<file path="src/rtl/bus_line_pkg.sv">
// Package: shared definitions for the two-wire line conditioner.
// Assumes: nothing beyond IEEE 1800-2017.
package bus_line_pkg;

    // Idle level of both lines on an unloaded pulled-up bus.
    localparam logic LINE_IDLE = 1'b1;

    // Filtered snapshot of both lines.
    typedef struct packed {
        logic scl;
        logic sda;
    } line_pair_t;

endpackage

</file>
<file path="src/rtl/bus_line_sync.sv">
// Module: two-flop synchroniser for one asynchronous line.
// Assumes: the line idles high; reset is synchronous and active low.
module bus_line_sync
    import bus_line_pkg::*;
#(
    parameter int STAGES = 2
) (
    input  logic clk,
    input  logic rst_n,
    input  logic line_in,
    output logic line_out
);

    logic [STAGES-1:0] chain_q;

    // Shift the raw line through the synchroniser flops.
    always_ff @(posedge clk) begin
        if (!rst_n) chain_q <= {STAGES{LINE_IDLE}};
        else        chain_q <= {chain_q[STAGES-2:0], line_in};
    end

    assign line_out = chain_q[STAGES-1];

endmodule

</file>
<file path="src/rtl/bus_glitch_filter.sv">
// Module: pulse-width filter. The output follows the input only after the
// input has differed from the output for FILT_CYCLES consecutive edges.
// Assumes: the input is already synchronous to clk.
module bus_glitch_filter
    import bus_line_pkg::*;
#(
    parameter int FILT_CYCLES = 13
) (
    input  logic clk,
    input  logic rst_n,
    input  logic sync_in,
    output logic filt_out
);

    localparam int CW = (FILT_CYCLES < 2) ? 1 : $clog2(FILT_CYCLES);
    localparam logic [CW-1:0] LAST = CW'(FILT_CYCLES - 1);

    logic [CW-1:0] run_q;
    logic          filt_q;

    // Count the cycles of disagreement and flip the output once the count is full.
    always_ff @(posedge clk) begin
        if (!rst_n) begin
            run_q  <= '0;
            filt_q <= LINE_IDLE;
        end else if (sync_in == filt_q) begin
            run_q  <= '0;
        end else if (run_q == LAST) begin
            run_q  <= '0;
            filt_q <= sync_in;
        end else begin
            run_q  <= run_q + 1'b1;
        end
    end

    assign filt_out = filt_q;

    AST_FLIP_FOLLOWS_INPUT: assert property (@(posedge clk) disable iff (!rst_n)
        (filt_q != $past(filt_q)) |-> ($past(sync_in) == filt_q));
    AST_RUN_BOUNDED: assert property (@(posedge clk) disable iff (!rst_n)
        run_q <= LAST);
    AST_AGREE_CLEARS_RUN: assert property (@(posedge clk) disable iff (!rst_n)
        (sync_in == filt_q) |=> (run_q == '0));

endmodule

</file>
<file path="src/rtl/bus_cond_detect.sv">
// Module: derives clock edge pulses and START/STOP pulses from filtered lines.
// Assumes: both inputs are filtered and synchronous; the lines idle high at reset.
module bus_cond_detect
    import bus_line_pkg::*;
(
    input  logic       clk,
    input  logic       rst_n,
    input  line_pair_t cur,
    output logic       scl_rise,
    output logic       scl_fall,
    output logic       start_det,
    output logic       stop_det
);

    line_pair_t prev_q;

    // Remember the previous filtered levels of both lines.
    always_ff @(posedge clk) begin
        if (!rst_n) prev_q <= '{scl: LINE_IDLE, sda: LINE_IDLE};
        else        prev_q <= cur;
    end

    logic scl_held_high;

    // Decode edges and conditions from the previous and current levels.
    always_comb begin
        scl_held_high = prev_q.scl & cur.scl;
        scl_rise      = ~prev_q.scl & cur.scl;
        scl_fall      = prev_q.scl & ~cur.scl;
        start_det     = scl_held_high & prev_q.sda & ~cur.sda;
        stop_det      = scl_held_high & ~prev_q.sda & cur.sda;
    end

    AST_RISE_ONE_CYCLE: assert property (@(posedge clk) disable iff (!rst_n)
        scl_rise |=> !scl_rise);
    AST_FALL_ONE_CYCLE: assert property (@(posedge clk) disable iff (!rst_n)
        scl_fall |=> !scl_fall);
    AST_START_LEAVES_SDA_LOW: assert property (@(posedge clk) disable iff (!rst_n)
        start_det |=> (!prev_q.sda && prev_q.scl));
    AST_STOP_LEAVES_SDA_HIGH: assert property (@(posedge clk) disable iff (!rst_n)
        stop_det |=> (prev_q.sda && prev_q.scl));
    AST_COND_EXCLUSIVE: assert property (@(posedge clk) disable iff (!rst_n)
        !(start_det && stop_det));
    AST_EDGE_EXCLUSIVE: assert property (@(posedge clk) disable iff (!rst_n)
        !(scl_rise && scl_fall));
    AST_NO_COND_ON_EDGE: assert property (@(posedge clk) disable iff (!rst_n)
        (scl_rise || scl_fall) |-> !(start_det || stop_det));

endmodule

</file>
<file path="src/rtl/bus_line_conditioner.sv">
// Module: top of the line conditioner. Each line passes through a
// synchroniser and then a glitch filter, and the filtered pair drives the
// condition detector.
// Assumes: clk is much faster than the bus clock; reset is synchronous, active low.
module bus_line_conditioner
    import bus_line_pkg::*;
#(
    parameter int FILT_CYCLES = 13,
    parameter int SYNC_STAGES = 2
) (
    input  logic clk,
    input  logic rst_n,
    input  logic scl_raw,
    input  logic sda_raw,
    output logic scl_level,
    output logic sda_level,
    output logic scl_rise,
    output logic scl_fall,
    output logic start_det,
    output logic stop_det
);

    localparam int NLINES = 2;

    logic [NLINES-1:0] raw_v, sync_v, filt_v;
    line_pair_t        filt_pair;

    assign raw_v = {scl_raw, sda_raw};

    for (genvar i = 0; i < NLINES; i++) begin : g_line
        bus_line_sync #(.STAGES(SYNC_STAGES)) sync_i (
            .clk      (clk),
            .rst_n    (rst_n),
            .line_in  (raw_v[i]),
            .line_out (sync_v[i])
        );
        bus_glitch_filter #(.FILT_CYCLES(FILT_CYCLES)) filt_i (
            .clk      (clk),
            .rst_n    (rst_n),
            .sync_in  (sync_v[i]),
            .filt_out (filt_v[i])
        );
    end

    assign filt_pair = '{scl: filt_v[1], sda: filt_v[0]};
    assign scl_level = filt_pair.scl;
    assign sda_level = filt_pair.sda;

    bus_cond_detect det_i (
        .clk       (clk),
        .rst_n     (rst_n),
        .cur       (filt_pair),
        .scl_rise  (scl_rise),
        .scl_fall  (scl_fall),
        .start_det (start_det),
        .stop_det  (stop_det)
    );

    AST_RESET_IDLE: assert property (@(posedge clk)
        !rst_n |=> (scl_level && sda_level && !start_det && !stop_det));

endmodule

</file>
<file path="config.mk">
export PLATFORM = sky130hd
export DESIGN_NAME = bus_line_conditioner
export DESIGN_NICKNAME = d
export VERILOG_FILES = /design/src/rtl/bus_line_pkg.sv /design/src/rtl/bus_line_sync.sv /design/src/rtl/bus_glitch_filter.sv /design/src/rtl/bus_cond_detect.sv /design/src/rtl/bus_line_conditioner.sv
export SDC_FILE = /design/constraint.sdc
export NUM_CORES = 1
export LEC_CHECK = 0
export BUFFER_PORTS_ARGS = -buffer_cell sky130_fd_sc_hd__buf_4
export CAP_MARGIN = 20
export CORE_MARGIN = 3
export CORE_UTILIZATION = 35
export CTS_BUF_LIST = sky130_fd_sc_hd__clkbuf_16
export DETAILED_ROUTE_END_ITERATION = 16
export PLACE_DENSITY = 0.5
export SLEW_MARGIN = 40
export SYNTH_ARGS = -nofsm -noshare
export SYNTH_HDL_FRONTEND = slang
export SYNTH_SLANG_ARGS = --single-unit
</file>
<file path="constraint.sdc">
create_clock -name clk -period 1.2 [get_ports clk]
set_input_delay 0.06 -clock clk [delete_from_list [all_inputs] [get_ports clk]]
set_output_delay 0.06 -clock clk [all_outputs]
set_load 0.01 [all_outputs]
</file>
Word-level counts from Yosys, hierarchy flattened:

Index checks and enable logic that the tools add are counted.
W data, S select, Z words.

* input bits: 4
* register bits: 16
* output and inout port bits: 6
* logic and storage cells: 32

* bitwise logic cells: 14
* add/sub/neg operators: 2
* reduce and logical (&&, ||, !) cells: 4
* equality and inequality tests: 4

Operator list (count)
* $add A4 B1 Y4 const B: 2
* $eq A4 B4 Y1 const B: 2
* $and A1 B1 Y1: 7
* $not A1 Y1: 7
* $reduce_or A3 Y1: 2
* $reduce_and A2 Y1: 2
* $eq A1 B1 Y1: 2

Depth between registers and ports, before layout:

* depth in word-level cells: 3
* depth in mapped cells: 5
* gate-level depth less buffers: 5

Cells and area by module:

A second synthesis with hierarchy kept.

* cells, all modules: 60
* area total of the unflattened synthesis: 613.1 um2

Modules (own cells, without submodules)
* bus_glitch_filter: seq. area each 100.1 um2, cells each 22, instances 2, area each 211.5 um2
* bus_line_sync: seq. area each 40.0 um2, cells each 4, instances 2, area each 52.6 um2
* bus_cond_detect: seq. area each 40.0 um2, cells each 8, instances 1, area each 85.1 um2

Worst setup path after synthesis:

No wires, ideal clock.

* path kind: reg2reg
* start: register g_line[1].filt_i.run_q[0]
* end: register g_line[1].filt_i.filt_q
* buffers on the path: 0
* stages on the path, launching flop included: 6
* setup time: 0.115 ns
* arrival: 0.920 ns
* required time: 1.085 ns
* path slack: 0.164 ns
* clock period less this slack: 1.036 ns
* path through: dfxtp_1 inv_1 ha_1 nand3_1 mux2i_1 nand2_1

* word-level cells in the longest chain between the ends: 2

RTL lines
* start: declaration: RTL line bus_glitch_filter.sv:18 `logic [CW-1:0] run_q;`
* start signal: assignment: RTL line bus_glitch_filter.sv:32 `run_q <= run_q + 1'b1;`
* $eq A4 B4 Y1: RTL line bus_glitch_filter.sv:28 `end else if (run_q == LAST) begin`
* $reduce_and A2 Y1 (no line)
* end signal: assignment: RTL line bus_glitch_filter.sv:30 `filt_q <= sync_in;`
* end: declaration: RTL line bus_glitch_filter.sv:19 `logic filt_q;`

No other way between the ends.
A chain may end at the register's enable or synchronous reset.

Final worst setup path:

* start: register g_line[1].filt_i.filt_q
* end: output port start_det

* word-level cells in the longest chain between the ends: 3

RTL lines
* $and A1 B1 Y1: RTL line bus_cond_detect.sv:27 `scl_held_high = prev_q.scl & cur.scl;`
* $and A1 B1 Y1 (2 in a row): RTL line bus_cond_detect.sv:30 `start_det = scl_held_high & prev_q.sda & ~cur.sda;`
* end: declaration: RTL line bus_line_conditioner.sv:19 `output logic start_det,`

No other way between the ends.

==> results.toml <==
[floorplanning]
core-area_sq_um = 1580
die_h_um = 47.9
io_pins = 10
die-area_sq_um = 2300
chipWidth_um = 47.9
rows = 14
initial_core_util_pct = 39.0

[critical_path]
arrival_ns = 1.04
worstSetupPathType = "reg -> out"
critPathRequiredTime_ns = 1.14
ff2ff_path_depth = 5
r2r_start = "g_line[0].filt_i.run_q[0]"
endpoint_kind = "output pin"
r2r_slack_ns = 0.11
startpoint = "g_line[1].filt_i.filt_out"
startpoint_type = "flip-flop"
cp_max_fo = 7
timing.rr.end = "g_line[0].filt_i.filt_out"
endpoint = "start_det"

[sta]
grt_setup_unrepaired = "false"
min_period_ns = 1.10
fmax_mhz = 906
finalSetupViolations = 0
finalHoldViolations = 0
tns_ns = 0
relSlewSlack_pct = 87.1
skew_ns = 0.000445
tightest_slew_ns = 0.193
min_period_over_period_pct = 91.9
final_max_slew_viol_count = 0

[synthesis]
synth_cells = 62
synth_top_area_cell = "dfxtp_1"
ys_top_cells_by_area = "dfxtp_1 52%, ha_1 8.1%, nand2b_1 6.1%"
syn_area_sq_um = 616
ys_ff_latch = 16
yosysWarnings = 0
syn_avg_cell_area_sq_um = 9.93
synthDistinctLibCells = 15
synth_top_area_share_pct = 52.0
syn_nets = 70
yosysSeqAreaShare_pct = 52.0

[detailed_routing]
drt_wl_total_um = 829
dr.pass1.iters = 4
wire_per_inst_um = 9.01
first_iter_violations = 2
vias = 391
drc = 0
drtAntennaViolNets = 0
vias_per_cell = 4.25

[placed_design]
io_buffers = 9
numPlacedInstances = 86
place.gp.congestion = 0.576
placed_area_sq_um = 696
hpwl_um = 624

[global_routing]
grt_pass1_wl_um = 1260
grt_max_degree = 11
antenna_found_initial = 0
overflow = 0
grt_pass1_vias = 298
grt_usage_pct = 8.66

[clock_tree]
clk_pin_slew_ns = 0.05
htree_levels = 1
clock_path_buffers = 2
cts.sinks = 16
cts_buffers = 3
cts_tree = "yes"
clockRootBuffer = "clkbuf_16"
clk_latency_ns = 0.24

[power]
leakage_nw = 0.339
max-vdd-ir-drop_mv = 0.939
power.density_nw_per_um2 = 1510

[cells_and_area]
area_growth_syn_to_layout_pct = 29.5
fin_cells = 92
utilization_pct = 50.6
diodes = 0
drive_above_1_share_pct = 19.7
fin_area_sq_um = 797
nets = 85

[run_status]
run_status = "complete, no violations"

[run]
cap_viol_max_count = 0

[hold_path]
hold_path_class = "in -> reg"
[power breakdown]
| part | switching [mW] | internal [mW] |
|---|---|---|
| sequential | 0.00421 | 0.541 |
| combinational | 0.0123 | 0.0175 |
| clock | 0.187 | 0.440 |
| total | 0.203 | 0.999 |
[metal layers]
metal	up-vias	track usage [%]	share of wire, %
li1	220	-	-
met1	159	10.3	55
met2	12	10.8	35
met3	0	7.89	9.5
met4	0	3.23	0
met5	-	0	0
[synthesized netlist by cell type]
cell type  number
xor2_1          4
mux2i_1         2
nor2_1          8
ha_1            4
buf_4           1
nand2_1         3
dfxtp_1        16
and2b_1         1
nor3b_1         2
nand2b_1        6
inv_1           6
nor2b_1         1
nand3_2         1
xnor2_1         2
nand3_1         5
[cells by family after synthesis]
logic type | synth area share (%)
and+or+nand+nor | 23.2
muxes | 3.25
xor gates and xnor gates | 8.54
adders and majority gates | 8.13
buffers and inverters | 4.88
DFF | 52.0
[placed cells by master (no fill, tap or decap), types with 3 or more instances in the layout]
cell type,count
xor2_1,4
nand2_1,3
nand2b_1,6
buf_4,9
dfxtp_1,14
nor2_1,8
nand3_1,5
clkbuf_16,3
inv_1,6
ha_1,4
[through the flow]
stage | power, mW | worst slack (ns) | hold slack (ns)
6_report | 1.20 | 0.0967 | 0.0510
5_1_grt | 1.26 | 0.0194 | 0.0620
4_1_cts | 1.22 | 0.00344 | 0.0516
3_5_place_dp | 0.581 | 0.0852 | 0.248
3_3_place_gp | 0.580 | 0.100 | 0.245
2_1_floorplan | 0.572 | 0.164 | 0.161
[layout make-up]
class | instances | area (sq um)
Inverter | 6 | 22.5
Timing Repair Buffer | 11 | 87.6
Sequential cell | 16 | 323
Clock inverter | 1 | 3.75
Fill cell | 163 | 779
Tap cell | 16 | 20.0
Clock buffer | 3 | 75.1
Multi-Input combinational cell | 39 | 265
[state kept, by name (all words and copies together), names as in the netlist]
| name | flops |
|---|---|
| det_i.prev_q | 2 |
| g_line.filt_i.filt_out | 2 |
| g_line.sync_i.chain_q | 4 |
| g_line.filt_i.run_q | 8 |
[worst min path at each step]
stage / start / endpoint / slack, ns / cells after the start
2_1_floorplan: sda_raw / g_line[0].sync_i.chain_q[0] / 0.16 / 1
3_3_place_gp: sda_raw / g_line[0].sync_i.chain_q[0] / 0.24 / 2
3_5_place_dp: scl_raw / g_line[1].sync_i.chain_q[0] / 0.25 / 2
4_1_cts: rst_n / g_line[1].filt_i.filt_out / 0.05 / 2
5_1_grt: rst_n / g_line[1].filt_i.filt_out / 0.06 / 2
6_report: rst_n / g_line[0].filt_i.filt_out / 0.05 / 2
[worst max-delay path, cell delays in order (launching register included)]
cell,delay [ns]
dfxtp_2,0.37
nand2_1,0.08
nor3b_1,0.20
buf_4,0.15
[timing repair]
| action | 4_1_cts | 5_1_grt |
|---|---|---|
| resized for setup | 0 | 2 |
| setup endpoints to repair | 0 | 3 |
| hold buffers | 2 | 0 |
| endpoints found under the hold margin | 2 | 0 |
| buffers inserted | 0 | 0 |
Note: power is estimated with default switching activity, not from simulation.
